## src/rtl/mdio_pkg.sv

```systemverilog
package mdio_pkg;
    localparam logic [1:0] ADDR_CTRL  = 2'd0;
    localparam logic [1:0] ADDR_SPEED = 2'd1;
    localparam logic [1:0] ADDR_DATA  = 2'd2;
    localparam logic [1:0] ADDR_EVENT = 2'd3;
    localparam logic [1:0] OP_READ    = 2'b10;
endpackage

```

## src/rtl/mdio_clkgen.sv

```systemverilog
module mdio_clkgen #(
    parameter int DIV_W = 6
) (
    input  logic             clk,
    input  logic             rst_n,
    input  logic [DIV_W-1:0] div,
    output logic             mdc,
    output logic             rise_stb,
    output logic             fall_stb
);
    typedef struct packed {
        logic [DIV_W-1:0] cnt;
        logic             mdc;
    } clk_st_t;

    clk_st_t st_d, st_q;
    logic    tick;

    always_comb begin
        st_d = st_q;
        tick = (div != '0) && (st_q.cnt >= div - 1'b1);
        if (div == '0) begin
            st_d.cnt = '0;
            st_d.mdc = 1'b0;
        end else if (tick) begin
            st_d.cnt = '0;
            st_d.mdc = ~st_q.mdc;
        end else begin
            st_d.cnt = st_q.cnt + 1'b1;
        end
        rise_stb = tick && !st_q.mdc;
        fall_stb = tick && st_q.mdc;
    end

    always_ff @(posedge clk or negedge rst_n) begin
        if (!rst_n) st_q <= '0;
        else        st_q <= st_d;
    end

    assign mdc = st_q.mdc;
endmodule

```

## src/rtl/mdio_shifter.sv

```systemverilog
module mdio_shifter #(
    parameter int CMD_W   = 32,
    parameter int PRE_LEN = 32,
    parameter int RD_W    = 16
) (
    input  logic             clk,
    input  logic             rst_n,
    input  logic             launch,
    input  logic [CMD_W-1:0] cmd,
    input  logic             rise_stb,
    input  logic             fall_stb,
    input  logic             mdio_i,
    output logic             busy,
    output logic             done,
    output logic [RD_W-1:0]  rdata,
    output logic             mdio_o,
    output logic             mdio_oe
);
    import mdio_pkg::*;

    localparam int TOT      = PRE_LEN + CMD_W;
    localparam int PW       = $clog2(TOT + 1);
    localparam int CW       = $clog2(CMD_W);
    localparam int TA_POS   = TOT - RD_W - 2;
    localparam int DATA_POS = TOT - RD_W;

    typedef struct packed {
        logic             busy;
        logic [PW-1:0]    pos;
        logic [CMD_W-1:0] cmd;
        logic             is_rd;
        logic             out;
        logic             oe;
        logic [RD_W-1:0]  rd;
    } sh_st_t;

    sh_st_t        st_d, st_q;
    logic [PW-1:0] rel;

    always_comb begin
        st_d = st_q;
        rel  = PW'(TOT - 1) - st_q.pos;
        done = st_q.busy && fall_stb && (st_q.pos == PW'(TOT));
        if (!st_q.busy) begin
            if (launch) begin
                st_d.busy  = 1'b1;
                st_d.pos   = '0;
                st_d.cmd   = cmd;
                st_d.is_rd = (cmd[CMD_W-3:CMD_W-4] == OP_READ);
                st_d.rd    = '0;
            end
        end else begin
            if (fall_stb) begin
                if (done) begin
                    st_d.busy = 1'b0;
                    st_d.oe   = 1'b0;
                    st_d.out  = 1'b0;
                end else begin
                    st_d.out = (st_q.pos < PW'(PRE_LEN)) ? 1'b1 : st_q.cmd[rel[CW-1:0]];
                    st_d.oe  = !(st_q.is_rd && (st_q.pos >= PW'(TA_POS)));
                    st_d.pos = st_q.pos + 1'b1;
                end
            end
            if (rise_stb && st_q.is_rd && (st_q.pos > PW'(DATA_POS))) begin
                st_d.rd = {st_q.rd[RD_W-2:0], mdio_i};
            end
        end
    end

    always_ff @(posedge clk or negedge rst_n) begin
        if (!rst_n) st_q <= '0;
        else        st_q <= st_d;
    end

    assign busy    = st_q.busy;
    assign rdata   = st_q.rd;
    assign mdio_o  = st_q.out;
    assign mdio_oe = st_q.oe;
endmodule

```

## src/rtl/mdio_ctrl.sv

```systemverilog
module mdio_ctrl #(
    parameter int DIV_W   = 6,
    parameter int CMD_W   = 32,
    parameter int PRE_LEN = 32,
    parameter int RD_W    = 16,
    parameter int EVT_BIT = 23
) (
    input  logic             clk,
    input  logic             rst_n,
    input  logic             reg_wr,
    input  logic [1:0]       reg_addr,
    input  logic [CMD_W-1:0] reg_wdata,
    output logic [CMD_W-1:0] reg_rdata,
    output logic             mdc,
    output logic             mdio_o,
    output logic             mdio_oe,
    input  logic             mdio_i
);
    import mdio_pkg::*;

    typedef struct packed {
        logic             en;
        logic [DIV_W-1:0] div;
        logic [CMD_W-1:0] data;
        logic             evt;
    } regs_t;

    regs_t            st_d, st_q;
    logic             rise_stb, fall_stb;
    logic             frame_busy, frame_done, launch;
    logic [RD_W-1:0]  frame_rd;
    logic             en_q, evt_q;
    logic [DIV_W-1:0] div_q;
    logic [CMD_W-1:0] data_q;

    mdio_clkgen #(.DIV_W(DIV_W)) u_clk (
        .clk(clk), .rst_n(rst_n), .div(st_q.div),
        .mdc(mdc), .rise_stb(rise_stb), .fall_stb(fall_stb)
    );

    mdio_shifter #(.CMD_W(CMD_W), .PRE_LEN(PRE_LEN), .RD_W(RD_W)) u_sh (
        .clk(clk), .rst_n(rst_n), .launch(launch), .cmd(reg_wdata),
        .rise_stb(rise_stb), .fall_stb(fall_stb), .mdio_i(mdio_i),
        .busy(frame_busy), .done(frame_done), .rdata(frame_rd),
        .mdio_o(mdio_o), .mdio_oe(mdio_oe)
    );

    always_comb begin
        st_d   = st_q;
        launch = reg_wr && (reg_addr == ADDR_DATA) && !frame_busy
                 && st_q.en && (st_q.div != '0);
        if (reg_wr && (reg_addr == ADDR_CTRL))  st_d.en  = reg_wdata[0];
        if (reg_wr && (reg_addr == ADDR_SPEED)) st_d.div = reg_wdata[DIV_W:1];
        if (reg_wr && (reg_addr == ADDR_DATA) && !frame_busy) st_d.data = reg_wdata;
        if (frame_done && (st_q.data[CMD_W-3:CMD_W-4] == OP_READ)) st_d.data[RD_W-1:0] = frame_rd;
        if (reg_wr && (reg_addr == ADDR_EVENT) && reg_wdata[EVT_BIT]) st_d.evt = 1'b0;
        if (frame_done) st_d.evt = 1'b1;

        reg_rdata = '0;
        case (reg_addr)
            ADDR_CTRL:  reg_rdata[0] = st_q.en;
            ADDR_SPEED: reg_rdata[DIV_W:1] = st_q.div;
            ADDR_DATA:  reg_rdata = st_q.data;
            default:    reg_rdata[EVT_BIT] = st_q.evt;
        endcase
    end

    always_ff @(posedge clk or negedge rst_n) begin
        if (!rst_n) st_q <= '0;
        else        st_q <= st_d;
    end

    assign en_q   = st_q.en;
    assign div_q  = st_q.div;
    assign data_q = st_q.data;
    assign evt_q  = st_q.evt;
endmodule

```

## config.mk

```make
export PLATFORM = sky130hd
export DESIGN_NAME = mdio_ctrl
export DESIGN_NICKNAME = d
export VERILOG_FILES = /design/src/rtl/mdio_pkg.sv /design/src/rtl/mdio_clkgen.sv /design/src/rtl/mdio_shifter.sv /design/src/rtl/mdio_ctrl.sv
export SDC_FILE = /design/constraint.sdc
export NUM_CORES = 1
export LEC_CHECK = 0
export ABC_AREA = 1
export CAP_MARGIN = 20
export CELL_PAD_IN_SITES_DETAIL_PLACEMENT = 1
export CELL_PAD_IN_SITES_GLOBAL_PLACEMENT = 1
export CORE_ASPECT_RATIO = 0.6
export CORE_MARGIN = 3
export CORE_UTILIZATION = 37
export CTS_CLUSTER_DIAMETER = 60
export CTS_CLUSTER_SIZE = 28
export DETAILED_ROUTE_END_ITERATION = 10
export PLACE_DENSITY_LB_ADDON = 0.1
export REMOVE_ABC_BUFFERS = 1
export SYNTH_ARGS = -nofsm -noshare
export SYNTH_HDL_FRONTEND = slang
export SYNTH_HIERARCHICAL = 1
export SYNTH_SLANG_ARGS = --single-unit
export TNS_END_PERCENT = 20
```

## constraint.sdc

```tcl
create_clock -name clk -period 2.9 [get_ports clk]
set_input_delay 0.29 -clock clk [delete_from_list [all_inputs] [get_ports clk]]
set_output_delay 0.29 -clock clk [all_outputs]
set_load 0.01 [all_outputs]
```

Yosys cells after proc, flatten, opt, wreduce, memory -nomap -nowiden
Cells that the tools add are included. Widths: inputs -> output; s select.

Output and inout bits: 35. Input bits: 38. Flip-flop bits (word level): 106. Word-level logic and storage cells: 90.

Reduce and logical (&&, ||, !) cells: 32. Order comparisons: 5. Equal/unequal tests: 9. Bitwise operators: 2. Mux-type cells: 24. $add $sub $neg: 4.

Operators with widths (number): $mux 16 (6); $mux 41 (1); $mux 8 (3); $logic_and 1x1->1 (17); $mux 7 (2); $pmux 6 s2 (1); $eq 2x2->1 const B (4); $reduce_bool 2->1 (4); $add 7x1->7 const B (1); $eq 7x7->1 const B (1); $ge 7x6->1 const B (1); $gt 7x6->1 const B (1); $lt 7x6->1 const B (1); $add 6x1->6 const B (1); $ge 6x6->1 (1); $logic_not 6->1 (1); $lt 5x6->1 const B (1); $mux 1 (6); $mux 6 (1); $reduce_and 2->1 (3); $reduce_bool 6->1 (1); $sub 6x1->6 const B (1); $bmux 1 s5 (1); $sub 5x5->5 const A (1); 10 further kinds (15).

Longest topological paths before layout
Depth in word-level cells: 9. Gate-level depth with buffers: 23. Mapped depth without buffers: 21.

Modules after synthesis
Netlist, hierarchy kept.

Modules (own cells, without submodules): mdio_shifter (sequential area each 1476.4 um2, area each 2989.1 um2, instances 1, cells an instance 361); mdio_ctrl (sequential area each 1001.0 um2, area each 2268.4 um2, instances 1, cells an instance 317); mdio_clkgen (sequential area each 175.2 um2, area each 586.8 um2, instances 1, cells an instance 76).

Least setup slack after synthesis
OpenSTA, ideal clock, no wires.

Path type: reg-to-reg. Start point: register st_q, in the netlist div_q[0]. End point: register st_q, in the netlist data_q[6]. Setup slack: 22 ps. Cell stages (with the launch flop): 24. Arrival time: 2762 ps. Path buffers: 2. Library setup time: 116 ps. Required time: 2784 ps. Clock period less this slack: 2878 ps. Path through: dfrtp_1 -> inv_1 -> ha_1 -> nand2_1 -> xnor2_1 -> inv_1 -> ha_1 -> nand2_2 -> nor2_1 -> nand2_1 -> nand2_1 -> nand2_1 -> nor2_1 -> nand2_2 -> nor3_2 -> nand3_1 -> inv_1 -> buf_2 -> nand3_4 -> buf_2 -> nand2_1 -> nand2_1 -> nand2_1 -> nand2_1.

Word-level cells in the longest chain between the ends: 8. Elaborated cells on any way between the ends: 10. Those cells by class: add/sub (1); order compare (1); mux (1); reduce/logical (7).

Ends and longest elaborated chain: from (decl) (RTL line mdio_ctrl.sv:28) `regs_t st_d, st_q;`; from (signal assigned) (RTL line mdio_ctrl.sv:70) `else st_q <= st_d;`; $sub 6x1->6 (RTL line mdio_clkgen.sv:21) `tick = (div != '0) && (st_q.cnt >= div - 1'b1);`; $ge 6x6->1 (RTL line mdio_clkgen.sv:21); $logic_and 1x1->1 (*) (RTL line mdio_clkgen.sv:21); $logic_and 1x1->1 (*) (RTL line mdio_clkgen.sv:32) `fall_stb = tick && st_q.mdc;`; via fall_stb (RTL line mdio_ctrl.sv:29) `logic rise_stb, fall_stb;`; $logic_and 1x1->1 (*) (2 in series) (RTL line mdio_shifter.sv:43) `done = st_q.busy && fall_stb && (st_q.pos == PW'(TOT));`; via frame_done (RTL line mdio_ctrl.sv:30) `logic frame_busy, frame_done, launch;`; $logic_and 1x1->1 (*) (RTL line mdio_ctrl.sv:55) `if (frame_done && (st_q.data[CMD_W-3:CMD_W-4] == OP_READ)) st_d.data[RD_W-1:0] = frame_rd;`; $mux 16 or $reduce_bool 2->1 (tied branches).

The timed path passes the listed nets; every way through them passes the cells marked *. A chain may end at the register's enable or synchronous reset.

Worst setup path after layout
Start point: register st_q, in the netlist div_q[3]. End point: register st_q, in the netlist data_q[4].

Same word-level chain as after synthesis.

==> impl_metrics.yaml <==
outcome:
  outcome: "complete, no violations"
logic_synthesis:
  synth_top_area_share_pct: 45.4
  cell_taking_the_most_area_after_synthesis: "sky130_fd_sc_hd__dfrtp_1"
  postSynthCellCount: 754
  edff_count_synth: 0
  ys_ff_latch: 106
  yosys_warning_total: 6
  post-synth-top-count-cell: "sky130_fd_sc_hd__nand2_1"
  yosysUniqueCellTypes: 39
  synth_top_cells_by_count: "259 x sky130_fd_sc_hd__nand2_1, 106 x sky130_fd_sc_hd__dfrtp_1, 101 x sky130_fd_sc_hd__inv_1"
  netlist_area_sq_um: 5840
  synth.yosys.seq_area_share_pct: 45.4
  synthTopCellsByArea: "sky130_fd_sc_hd__dfrtp_1 45%, sky130_fd_sc_hd__nand2_1 17%, sky130_fd_sc_hd__inv_1 6.5%"
  synthesis.area_per_instance_sq_um: 7.75
  dominantRegCellSynth: "sky130_fd_sc_hd__dfrtp_1"
  ys_async_sr_fraction_pct: 100
sta:
  slew_headroom_pct: 63.1
  totalNegativeSetupSlack_ns: 0
  finalHoldViolations: 0
  tightestPinTransition_ns: 0.554
  report.final.slew_viol_count: 0
  timing.final.setup_violations: 0
  fin_crit_ns: 2.88
  timing.final.crit_share_pct: 99.4
  rsz_0062_raised_after_global_routing: "true"
  fmax_mhz: 347
  timing.hold.ws_ns: 0.463
  final.setup_skew_ns: 0.00588
clock_tree:
  ctsRootBufferMaster: "sky130_fd_sc_hd__clkbuf_16"
  tritoncts_clock_tree: "built"
  cts.sink_count: 106
  cts.clk_slew.worst_paths_ns: 0.07
  deepest_level_of_the_cts_h_tree: 3
  numCtsBuffers: 9
  cts_buffer_depth: 2
  clk-insertion-delay-late_ns: 0.35
pwr:
  cell_area_power_density_nw_per_um2: 608
  power.total_w: 0.00439
  leakage_nw: 3.66
  power.ir.vdd_worst_mv: 0.341
global_routing:
  grt_pass1_vias: 5376
  grt_util_met2_pct: 33.5
  grt_most_used_layer: "met2"
  antenna_found_initial: 0
  grt-ovfl-total: 0
  grt_util_met1_pct: 29.7
  maximum_number_of_pins_on_one_net_before_global_route_repair: 50
  gr-usage-met3_pct: 3.08
  grt_usage_pct: 20.6
  grt_pass1_wl_um: 28500
cells_and_area:
  area_growth_syn_to_layout_pct: 23.5
  layout_cells_sized_above_1_pct: 12.1
  layout.nets: 867
  fillers: 1810
  diodes: 0
detailed_routing:
  drt.antenna.violating_nets: 0
  drc: 0
  route.detailed.wl_per_inst_um: 17.5
  route.vias.total: 5108
  detail_route.iter0.violations: 328
  drt_wl_total_um: 17800
  vias_per_cell: 5.03
  first_pass_iters: 5
setup_path:
  worst-endpoint-required_ns: 3.14
  worst_path_most_repeated_cell: "sky130_fd_sc_hd__nand2_1"
  critical_path.max_fanout: 8
  criticalPathCategory: "reg -> reg"
  timing.critical_path.cells: "nor2_2 > nand4_1 > xor2_1 > inv_1 > ha_4 > nand2_1 > nand2_2 > a21oi_4 > nand2_2 > nand2_2 > nor2_4 > nand2_2 > nor3_2 > nand3_1 > inv_2 > nand3_4 > clkbuf_16 > nand2_1 > nand2_1 > nand2_1 > nand2_1"
  cp-end-kind: "flop"
  crit_arrival_ns: 3.13
  crit_path_start_kind: "flop"
  worst_path_max_delay_cell: "sky130_fd_sc_hd__dfrtp_1"
  worst_path_largest_cell_delay_ns: 0.43
placement:
  finalWeightedCongestion: 0.889
  place.detailed.hpwl_um: 12500
  port-buffer-count: 72
floorplanning:
  placementRows: 34
  floorplan.die_area_sq_um: 17400
  die-width_um: 168
  die_height_um: 103
  fp.coreArea_sq_um: 15000
  num_io_pins: 73
  initial_utilization_pct: 39.0
job:
  cap_viol_max_count: 0
worst_hold_path:
  timing.hold.worst.class: "in -> async"
## per-stage QoR
stage / setup slack [ns] / util [%] / cells / instance area (sq um)
floorplan: -0.235 / - / 701 / 5530
global placement: 0.0490 / 44.9 / 996 / 6730
detailed placement: -0.170 / 44.9 / 996 / 6730
CTS: 0.00761 / 47.2 / 1012 / 7070
global route: -0.158 / 48.2 / 1016 / 7220
finish: 0.0171 / 48.2 / 1016 / 7220
## report_power, final
part / internal (W) / switching [W]
Clock: 0.000771 / 0.000544
Combinational: 0.000520 / 0.000771
Sequential: 0.00159 / 0.000192
## path summary, 6_finish.rpt
check,slack [ns],from,to,cells past startpoint
max in group asynchronous,1.73,rst_n,u_sh/st_q[19],3
hold / removal,0.46,rst_n,data_q[25],2
hold reg to reg,0.47,data_q[22],data_q[22],2
setup / recovery,0.02,div_q[3],data_q[4],21
setup reg to reg,0.02,div_q[3],data_q[4],21
min in group clk,0.47,data_q[22],data_q[22],2
## layout by cell type (no fill, tap or decap), types with 2 or more instances in the layout
cell type and n:
sky130_fd_sc_hd__dfrtp_1 106, sky130_fd_sc_hd__ha_1 11, sky130_fd_sc_hd__ha_4 2, sky130_fd_sc_hd__nand2_1 250, sky130_fd_sc_hd__inv_1 97, sky130_fd_sc_hd__nor2_4 4, sky130_fd_sc_hd__nand3_1 69, sky130_fd_sc_hd__xor2_1 5
sky130_fd_sc_hd__buf_4 24, sky130_fd_sc_hd__a31oi_1 2, sky130_fd_sc_hd__clkbuf_16 11, sky130_fd_sc_hd__buf_12 4, sky130_fd_sc_hd__a22o_1 2, sky130_fd_sc_hd__nand3_2 2, sky130_fd_sc_hd__bufinv_16 2, sky130_fd_sc_hd__nand4_1 22
sky130_fd_sc_hd__o211ai_1 2, sky130_fd_sc_hd__nor2_2 2, sky130_fd_sc_hd__nand2_4 7, sky130_fd_sc_hd__nand2_2 9, sky130_fd_sc_hd__o22ai_2 10, sky130_fd_sc_hd__o21ai_0 38, sky130_fd_sc_hd__nor2_1 19, sky130_fd_sc_hd__xnor2_1 3
sky130_fd_sc_hd__o22ai_1 4, sky130_fd_sc_hd__clkdlybuf4s50_1 71, sky130_fd_sc_hd__inv_2 10, sky130_fd_sc_hd__a21oi_1 10
## layout make-up
class,instances,area (sq um),area share (%)
clock buffer,11,243,3.36
clock inverter,3,65.1,0.901
inverter,107,402,5.56
multi-input combinational,488,2570,35.6
sequential,106,2650,36.7
tap,198,248,3.43
timing repair buffer,103,1040,14.4
## cell families after synthesis
family / synth area share [%]
AOI/OAI and AO/OA: 8.52
xor gates and xnor gates: 1.20
adders and majority gates: 3.00
buffers and inverters: 12.3
DFF: 45.4
and+or+nand+nor: 29.6
## worst max-delay path: cells and delay by family (launching register included)
kind	cells	cell delay, ns
and+or+nand+nor	15	1.41
buffers and inverters	3	0.43
DFF	1	0.43
adders and majority gates	1	0.28
xor gates and xnor gates	1	0.18
AOI/OAI and AO/OA	1	0.04
## layer usage
metal / wire length (um) / up-vias
li1: - / 2469
met1: 8990 / 2529
met2: 7970 / 98
met3: 629 / 12
met4: 172 / 0
met5: 0 / -
## flip-flops by register name (all words and copies together), names as in the netlist
register,cells
u_sh/st_q,40
data_q,32
u_sh/rdata,16
div_q,6
u_clk/st_q,6
en_q,1
evt_q,1
u_clk/mdc,1
u_sh/busy,1
u_sh/mdio_o,1
u_sh/mdio_oe,1
## repair_timing
action                                  CTS  global route
pin swaps                                 1             7
hold endpoints to repair                 37             0
hold buffers                              1             0
setup buffers                             1             2
cloned                                    0             2
endpoints found under the setup margin   20            40
resized for setup                         6            21
No activity file was read; power rests on OpenSTA's default activity.
